`config.mk`:
```
export PLATFORM = sky130hd
export DESIGN_NAME = ddrb_host_ctrl
export DESIGN_NICKNAME = d
export VERILOG_FILES = /design/src/rtl/ddrb_pkg.sv /design/src/rtl/ddrb_cmd_issue.sv /design/src/rtl/ddrb_wr_lane.sv /design/src/rtl/ddrb_rd_gather.sv /design/src/rtl/ddrb_host_ctrl.sv
export SDC_FILE = /design/constraint.sdc
export NUM_CORES = 1
export LEC_CHECK = 0
export BUFFER_PORTS_ARGS = -buffer_cell sky130_fd_sc_hd__buf_2
export CORE_UTILIZATION = 53
export CTS_CLUSTER_SIZE = 24
export DETAILED_ROUTE_END_ITERATION = 8
export GPL_ROUTABILITY_DRIVEN = 0
export PLACE_DENSITY = 0.8
export SETUP_SLACK_MARGIN = 0.02
export SLEW_MARGIN = 0
export SYNTH_ARGS = -nofsm -noshare
export SYNTH_HDL_FRONTEND = slang
export SYNTH_SLANG_ARGS = --single-unit
```
`constraint.sdc`:
```
create_clock -name clk -period 2.7 [get_ports clk]
set_input_delay 0.135 -clock clk [delete_from_list [all_inputs] [get_ports clk]]
set_output_delay 0.135 -clock clk [all_outputs]
set_load 0.02 [all_outputs]
```
`src/rtl/ddrb_pkg.sv`:
```
package ddrb_pkg;

  typedef enum logic {
    RW_WRITE = 1'b0,
    RW_READ  = 1'b1
  } rw_e;

  localparam int unsigned BURST_LEN = 4;

  // May a new command be placed in the slot after this cycle?
  // cmd_now : a command occupies the current cycle
  // rd_prev : a read command occupied the previous cycle
  function automatic logic may_issue(logic cmd_now, logic rd_prev, logic want_wr);
    return !cmd_now && !(want_wr && rd_prev);
  endfunction

endpackage

```
`src/rtl/ddrb_cmd_issue.sv`:
```
module ddrb_cmd_issue
  import ddrb_pkg::*;
#(
  parameter int ADDR_W = 8
) (
  input  logic              clk,
  input  logic              rst_n,
  input  logic              req_valid,
  input  logic              req_write,
  input  logic [ADDR_W-1:0] req_addr,
  output logic              req_ready,
  output logic              accept,
  output logic              sram_ld_n,
  output logic              sram_rw_n,
  output logic [ADDR_W-1:0] sram_addr,
  output logic              wr_st1,
  output logic              wr_st2,
  output logic              rd_st1,
  output logic              rd_st2,
  output logic              rd_st3
);

  logic              cmd_q;
  rw_e               rw_q;
  logic [ADDR_W-1:0] addr_q;

  assign req_ready = may_issue(cmd_q, rd_st1, req_write);
  assign accept    = req_valid && req_ready;

  always_ff @(posedge clk) begin
    if (!rst_n) begin
      cmd_q  <= 1'b0;
      rw_q   <= RW_READ;
      addr_q <= '0;
      wr_st1 <= 1'b0;
      wr_st2 <= 1'b0;
      rd_st1 <= 1'b0;
      rd_st2 <= 1'b0;
      rd_st3 <= 1'b0;
    end else begin
      cmd_q  <= accept;
      rw_q   <= (accept && req_write) ? RW_WRITE : RW_READ;
      if (accept) addr_q <= req_addr;
      wr_st1 <= cmd_q && (rw_q == RW_WRITE);
      wr_st2 <= wr_st1;
      rd_st1 <= cmd_q && (rw_q == RW_READ);
      rd_st2 <= rd_st1;
      rd_st3 <= rd_st2;
    end
  end

  assign sram_ld_n = !cmd_q;
  assign sram_rw_n = rw_q;
  assign sram_addr = addr_q;

  // command slots never adjacent
  p_cmd_gap_r1: assert property (@(posedge clk) disable iff (!rst_n)
    !sram_ld_n |=> sram_ld_n);

endmodule

```
`src/rtl/ddrb_wr_lane.sv`:
```
module ddrb_wr_lane
  import ddrb_pkg::*;
#(
  parameter int DATA_W = 16
) (
  input  logic                          clk,
  input  logic                          rst_n,
  input  logic                          load,
  input  logic [BURST_LEN*DATA_W-1:0]   wdata,
  input  logic [BURST_LEN*DATA_W/8-1:0] bw_n,
  input  logic                          wr_st1,
  input  logic                          wr_st2,
  output logic                          dq_oe,
  output logic [DATA_W-1:0]             d_rise,
  output logic [DATA_W-1:0]             d_fall,
  output logic [DATA_W/8-1:0]           bw_rise_n,
  output logic [DATA_W/8-1:0]           bw_fall_n
);

  localparam int BYTES = DATA_W / 8;

  logic [DATA_W-1:0] word_q [BURST_LEN];
  logic [BYTES-1:0]  msk_q  [BURST_LEN];
  logic [DATA_W-1:0] late_d [2];
  logic [BYTES-1:0]  late_m [2];

  for (genvar b = 0; b < BURST_LEN; b++) begin : g_beat
    always_ff @(posedge clk) begin
      if (!rst_n) begin
        word_q[b] <= '0;
        msk_q[b]  <= '1;
      end else if (load) begin
        word_q[b] <= wdata[b*DATA_W +: DATA_W];
        msk_q[b]  <= bw_n[b*BYTES +: BYTES];
      end
    end
  end

  // Second half of the burst moves aside so a new write may load at once.
  for (genvar h = 0; h < 2; h++) begin : g_late
    always_ff @(posedge clk) begin
      if (!rst_n) begin
        late_d[h] <= '0;
        late_m[h] <= '1;
      end else if (wr_st1) begin
        late_d[h] <= word_q[h+2];
        late_m[h] <= msk_q[h+2];
      end
    end
  end

  always_comb begin
    d_rise    = '0;
    d_fall    = '0;
    bw_rise_n = '1;
    bw_fall_n = '1;
    if (wr_st1) begin
      d_rise    = word_q[0];
      d_fall    = word_q[1];
      bw_rise_n = msk_q[0];
      bw_fall_n = msk_q[1];
    end else if (wr_st2) begin
      d_rise    = late_d[0];
      d_fall    = late_d[1];
      bw_rise_n = late_m[0];
      bw_fall_n = late_m[1];
    end
  end

  assign dq_oe = wr_st1 || wr_st2;

  // the second data cycle always follows the first
  p_two_beats_r4: assert property (@(posedge clk) disable iff (!rst_n)
    wr_st1 |=> (dq_oe && !wr_st1));

endmodule

```
`src/rtl/ddrb_rd_gather.sv`:
```
module ddrb_rd_gather
  import ddrb_pkg::*;
#(
  parameter int DATA_W = 16
) (
  input  logic                        clk,
  input  logic                        rst_n,
  input  logic                        rd_st1,
  input  logic                        rd_st2,
  input  logic                        rd_st3,
  input  logic [DATA_W-1:0]           q_rise,
  input  logic [DATA_W-1:0]           q_fall,
  output logic                        resp_valid,
  output logic [BURST_LEN*DATA_W-1:0] resp_rdata
);

  logic [DATA_W-1:0] beat0_q, beat1_q, beat2_q;

  always_ff @(posedge clk) begin
    if (!rst_n) begin
      beat0_q    <= '0;
      beat1_q    <= '0;
      beat2_q    <= '0;
      resp_valid <= 1'b0;
      resp_rdata <= '0;
    end else begin
      if (rd_st1) beat0_q <= q_fall;
      if (rd_st2) begin
        beat1_q <= q_rise;
        beat2_q <= q_fall;
      end
      resp_valid <= rd_st3;
      if (rd_st3) resp_rdata <= {q_rise, beat2_q, beat1_q, beat0_q};
    end
  end

  // completion strobe lasts one cycle
  p_done_pulse_r8: assert property (@(posedge clk) disable iff (!rst_n)
    resp_valid |=> !resp_valid);

endmodule

```
`src/rtl/ddrb_host_ctrl.sv`:
```
module ddrb_host_ctrl
  import ddrb_pkg::*;
#(
  parameter int ADDR_W = 8,
  parameter int DATA_W = 16
) (
  input  logic                          clk,
  input  logic                          rst_n,
  input  logic                          req_valid,
  input  logic                          req_write,
  input  logic [ADDR_W-1:0]             req_addr,
  input  logic [BURST_LEN*DATA_W-1:0]   req_wdata,
  input  logic [BURST_LEN*DATA_W/8-1:0] req_bw_n,
  output logic                          req_ready,
  output logic                          sram_ld_n,
  output logic                          sram_rw_n,
  output logic [ADDR_W-1:0]             sram_addr,
  output logic                          sram_dq_oe,
  output logic [DATA_W-1:0]             sram_d_rise,
  output logic [DATA_W-1:0]             sram_d_fall,
  output logic [DATA_W/8-1:0]           sram_bw_rise_n,
  output logic [DATA_W/8-1:0]           sram_bw_fall_n,
  input  logic [DATA_W-1:0]             sram_q_rise,
  input  logic [DATA_W-1:0]             sram_q_fall,
  output logic                          resp_valid,
  output logic [BURST_LEN*DATA_W-1:0]   resp_rdata
);

  logic accept;
  logic wr_st1, wr_st2;
  logic rd_st1, rd_st2, rd_st3;
  logic rd_window;

  ddrb_cmd_issue #(.ADDR_W(ADDR_W)) u_issue (
    .clk       (clk),
    .rst_n     (rst_n),
    .req_valid (req_valid),
    .req_write (req_write),
    .req_addr  (req_addr),
    .req_ready (req_ready),
    .accept    (accept),
    .sram_ld_n (sram_ld_n),
    .sram_rw_n (sram_rw_n),
    .sram_addr (sram_addr),
    .wr_st1    (wr_st1),
    .wr_st2    (wr_st2),
    .rd_st1    (rd_st1),
    .rd_st2    (rd_st2),
    .rd_st3    (rd_st3)
  );

  ddrb_wr_lane #(.DATA_W(DATA_W)) u_wr (
    .clk       (clk),
    .rst_n     (rst_n),
    .load      (accept && req_write),
    .wdata     (req_wdata),
    .bw_n      (req_bw_n),
    .wr_st1    (wr_st1),
    .wr_st2    (wr_st2),
    .dq_oe     (sram_dq_oe),
    .d_rise    (sram_d_rise),
    .d_fall    (sram_d_fall),
    .bw_rise_n (sram_bw_rise_n),
    .bw_fall_n (sram_bw_fall_n)
  );

  ddrb_rd_gather #(.DATA_W(DATA_W)) u_rd (
    .clk        (clk),
    .rst_n      (rst_n),
    .rd_st1     (rd_st1),
    .rd_st2     (rd_st2),
    .rd_st3     (rd_st3),
    .q_rise     (sram_q_rise),
    .q_fall     (sram_q_fall),
    .resp_valid (resp_valid),
    .resp_rdata (resp_rdata)
  );

  // Named event: the memory may be driving the shared bus in this cycle.
  assign rd_window = rd_st1 || rd_st2 || rd_st3;

  // idle slots never signal a write
  p_idle_rw_r5: assert property (@(posedge clk) disable iff (!rst_n)
    sram_ld_n |-> sram_rw_n);

  // no two drivers on the shared bus
  p_no_contend_r6: assert property (@(posedge clk) disable iff (!rst_n)
    rd_window |-> !sram_dq_oe);

  // a write command is followed by the controller driving the bus
  p_wr_drive_r4: assert property (@(posedge clk) disable iff (!rst_n)
    (!sram_ld_n && !sram_rw_n) |=> sram_dq_oe);

  // a read command leads to a completion strobe four cycles later
  p_rd_done_r8: assert property (@(posedge clk) disable iff (!rst_n)
    rd_st3 |=> resp_valid);

endmodule

```
Yosys cells after proc, flatten, opt, wreduce, memory -nomap -nowiden --
Memory sizes are Yosys's and may differ from the RTL's. Cells that the tools add are included.
Cells by class: muxes and demuxes 28, reductions and logical operators 9, bitwise operators 13
Operator list (number):
- 16-bit two-way mux | 10
- 2-bit two-way mux | 10
- 1-bit bitwise OR | 12
- 1-bit two-way mux | 8
- 1-bit logical AND | 6
- 1-bit logical NOT | 2
- 1-bit logical OR | 1
- 1-bit inverter | 1
Word-level totals: register bits after elaboration 128, output and inout bits 113, input bits 116, logic and storage cells 67, bits in writable memories 108, memories kept 4
Memory list:
- u_wr.word_q | words 4, width 16, rd ports 4, clocked after memory_dff 0, write ports 4, line ddrb_wr_lane.sv:22 | logic [DATA_W-1:0] word_q [BURST_LEN];
- u_wr.late_d | words 2, width 16, rd ports 2, clocked after memory_dff 0, write ports 2, line ddrb_wr_lane.sv:24 | logic [DATA_W-1:0] late_d [2];
- u_wr.msk_q | words 4, width 2, rd ports 4, clocked after memory_dff 0, write ports 4, line ddrb_wr_lane.sv:23 | logic [BYTES-1:0] msk_q [BURST_LEN];
- u_wr.late_m | words 2, width 2, rd ports 2, clocked after memory_dff 0, write ports 2, line ddrb_wr_lane.sv:25 | logic [BYTES-1:0] late_m [2];

Logic depth before layout (Yosys ltp) --
word-level depth 9, gate-level depth with buffers 5, depth with buffers taken out 3

By module --
A second synthesis with hierarchy kept.
Unflattened totals: cells, all modules 713, area, all modules 9291.4 um^2
By module, submodules not included:
- ddrb_wr_lane | times used 1, area each 4469.3 um^2, cells an instance 296, seq. area each 3243.1 um^2
- ddrb_rd_gather | times used 1, area each 4270.3 um^2, cells an instance 363, seq. area each 2262.2 um^2
- ddrb_cmd_issue | times used 1, area each 545.5 um^2, cells an instance 53, seq. area each 300.3 um^2
- ddrb_host_ctrl | times used 1, area each 6.3 um^2, cells an instance 1, seq. area each 0.0 um^2

Least setup slack after synthesis --
OpenSTA, ideal clock, no wires.
path type flip-flop to flip-flop, from reg u_issue.cmd_q, to mem u_wr.msk_q[0][0] in the netlist's numbering (enable), library setup time 401 ps, data arrival time 1883 ps, buffers on the path 1, cell stages (with the launch flop) 5, clock period less this slack 2283 ps, path slack 417 ps, data required time 2299 ps, path through dfxtp_1 -> nand2b_1 -> a21oi_1 -> buf_2 -> a21bo_2
RTL lines:
- start: declaration | line ddrb_cmd_issue.sv:23 | logic cmd_q;
- start signal: assignment | line ddrb_cmd_issue.sv:41 | cmd_q <= accept;
- end: declaration | line ddrb_wr_lane.sv:23

Final worst setup path --
from reg u_issue.wr_st1, to out sram_bw_fall_n[1]
Between the ends: word-level cells in the longest chain between the ends 1
Ends and longest elaborated chain:
- start: declaration | line ddrb_cmd_issue.sv:16 | output logic wr_st1,
- start signal: assignment | line ddrb_cmd_issue.sv:44 | wr_st1 <= cmd_q && (rw_q == RW_WRITE);
- 2-bit two-way mux | line ddrb_wr_lane.sv:57 | if (wr_st1) begin
- end: declaration | line ddrb_host_ctrl.sv:22 | output logic [DATA_W/8-1:0] sram_bw_fall_n,
No other way between the ends.

==> flow_metrics.tcl <==
set metrics [dict create \
    cts.clk_slew.worst_paths_ns 0.06 \
    max_cap_viol_count 0 \
    synthesis.nets 825 \
    portBuffers 228 \
    grt_pass1_wl_um 33800 \
    r2r_start "u_issue.cmd_q$_SDFF_PN0_" \
    cts_tree "done" \
    worst_ir_drop_vdd_uv 457 \
    hp-class "in2reg" \
    async_flop_share_pct 0 \
    synthDistinctLibCells 21 \
    ys.flop_type "dfxtp_1" \
    antenna_found_initial 4 \
    synth_area_sq_um 9140 \
    grt_use_total_pct 23.9 \
    finalSetupTns_ns 0 \
    postSynthCellCount 709 \
    whs_ns 0.201 \
    wl_per_cell_um 16.7 \
    finalHoldViolations 0 \
    yosys-top-cells-area "edfxtp_1, dfxtp_1, mux2i_1" \
    place_inst 1120 \
    dr.pass1.iters 4 \
    worstSetupEndpointType "primary output" \
    yosysTopAreaCell "edfxtp_1" \
    grt_pass1_vias 6609 \
    status "finished, final reports clean" \
    worst_pin_slew_ns 0.955 \
    ys_warn_count 0 \
    dieArea_sq_um 17800 \
    fmax_mhz 421 \
    startpoint "u_issue.wr_st1$_SDFF_PN0_" \
    cts_resized 0 \
    routed_wirelength_um 21400 \
    clock_path_buffers 3 \
    grt_max_degree 89 \
    viasPerCell 5.06 \
    initial_core_util_pct 54.7 \
    fin_skew_ns 0.0130 \
    ys_ff_latch 236 \
    synthTopCellsByCount "dfxtp_1, mux2i_1, nor2b_1, edfxtp_1, and2_1" \
    period_minus_slack_ns 2.37 \
    clock_sinks 236 \
    critical_path_class "reg2out" \
    root_buffer "clkbuf_16" \
    rows 47 \
    area_growth_pct 36.1 \
    critPathLaunchType "flop" \
    grt_overflow 0 \
    cp.arrival_ns 2.24 \
    drive_above_1_share_pct 27.4 \
    rsz0062_at_grt "no" \
    synth_most_common_cell "dfxtp_1" \
    synth_top_area_share_pct 35.5 \
    syn_avg_cell_area_sq_um 12.9 \
    drt_iter0_drc 344 \
    die_x_um 133 \
    power_w 0.00779 \
    min-delay-start "req_write" \
    h-tree-depth 1 \
    ant_nets 0 \
    clock_latency_ns 0.50 \
    vias 6487 \
    leakage_nw 5.11 \
    p_per_area_nw_per_um2 626 \
    cts_buffers 25 \
    final.period_utilization_pct 87.9 \
    core_sq_um 16700 \
    drc 0 \
    synth_seq_area_share_pct 63.5 \
    final_max_slew_viol_count 0 \
    setup_violations 0 \
    final_cells 1282 \
    cp_max_fo 54 \
    relSlewSlack_pct 36.3 \
    final_nets 1156 \
    die_h_um 133 \
    post-dp-hpwl_um 12200 \
    crit_required_ns 2.57 \
    synth-edff-count 108 \
    num_io_pins 229 \
]
layout by cell type (no fill, tap or decap), types with 3 or more instances in the layout:
master / synthesis / final
inv_1: 6 / 6
nand2b_1: 14 / 13
clkbuf_16: 0 / 26
edfxtp_1: 108 / 108
dfxtp_1: 128 / 125
dlygate4sd3_1: 0 / 113
nor2_1: 5 / 5
clkbuf_1: 27 / 3
mux2i_1: 120 / 120
diode_2: 0 / 4
nor2b_1: 113 / 112
and2_1: 69 / 69
clkinv_2: 0 / 4
a22o_1: 31 / 31
and3_1: 33 / 33
clkbuf_8: 0 / 8
nand2_1: 20 / 20
a21oi_1: 6 / 6
buf_4: 8 / 13
buf_2: 10 / 227
sequential cells by signal, summed over array words and instances, names as in the netlist, 4 cells and up:
signal             flops
u_rd.beat1_q          16
u_rd.resp_rdata       64
u_wr.late_m            4
u_wr.msk_q             8
u_issue.sram_addr      8
u_rd.beat0_q          16
u_rd.beat2_q          16
u_wr.word_q           64
u_wr.late_d           32
path summary, 6_finish.rpt:
check,to,slack [ns],depth (start not counted)
setup / recovery,sram_bw_fall_n[1],0.33,5
hold / removal,u_wr.msk_q[3][1]$_SDFFCE_PN1P_,0.20,4
setup reg to reg,u_wr.word_q[1][29]$_SDFFCE_PN0P_,0.74,4
hold reg to reg,u_issue.wr_st1$_SDFF_PN0_,0.45,1
cell type report:
cell class	instances	area, sq um
Fill cell	1047	4250
Timing Repair Buffer	355	2400
Antenna cell	4	10.0
Clock inverter	8	66.3
Clock buffer	37	772
Multi-Input combinational cell	416	3090
Sequential cell	236	5810
Tap cell	220	275
Inverter	6	22.5
cell families (layout without fill, tap and decap cells):
| group | Yosys count | count (layout) | synth area share [%] |
|---|---|---|---|
| compound gates | 39 | 39 | 3.46 |
| buf+inv | 57 | 406 | 2.89 |
| flops | 236 | 236 | 63.5 |
| mux | 120 | 120 | 13.1 |
| other cells | 0 | 4 | 0 |
| simple gates | 257 | 257 | 17.0 |
per-stage QoR:
step / setup WS, ns / utilization, % / cell area [sq um]
after floorplan: 0.417 / - / 9140
after global placement: 0.843 / 62.7 / 10500
after detailed placement: 0.769 / 62.7 / 10500
after CTS: 0.307 / 74.5 / 12400
after global routing: 0.184 / 74.5 / 12400
final: 0.326 / 74.5 / 12400
power breakdown:
part / total (W) / switching [W] / internal [W]
clock network: 0.00340 / 0.00133 / 0.00207
logic: 0.000496 / 0.000225 / 0.000271
registers: 0.00390 / 0.0000457 / 0.00385
metal layers:
metal / track usage [%] / wire length, um
met1: 29.0 / 8740
met2: 41.2 / 10600
met3: 5.67 / 1360
met4: 8.78 / 622
met5: 0 / 0
critical path: stages (launching register included):
cell      delay, ns
dfxtp_2        0.58
buf_4          0.50
nand2b_1       0.24
nor2_1         0.05
a21oi_1        0.15
buf_2          0.20
repair_timing:
action | in CTS | in global routing
setup buffers | 0 | 0
setup endpoints to repair | 0 | 0
hold endpoints to repair | 145 | 0
hold buffers | 113 | 0
Power figures use the tool's default switching activity.
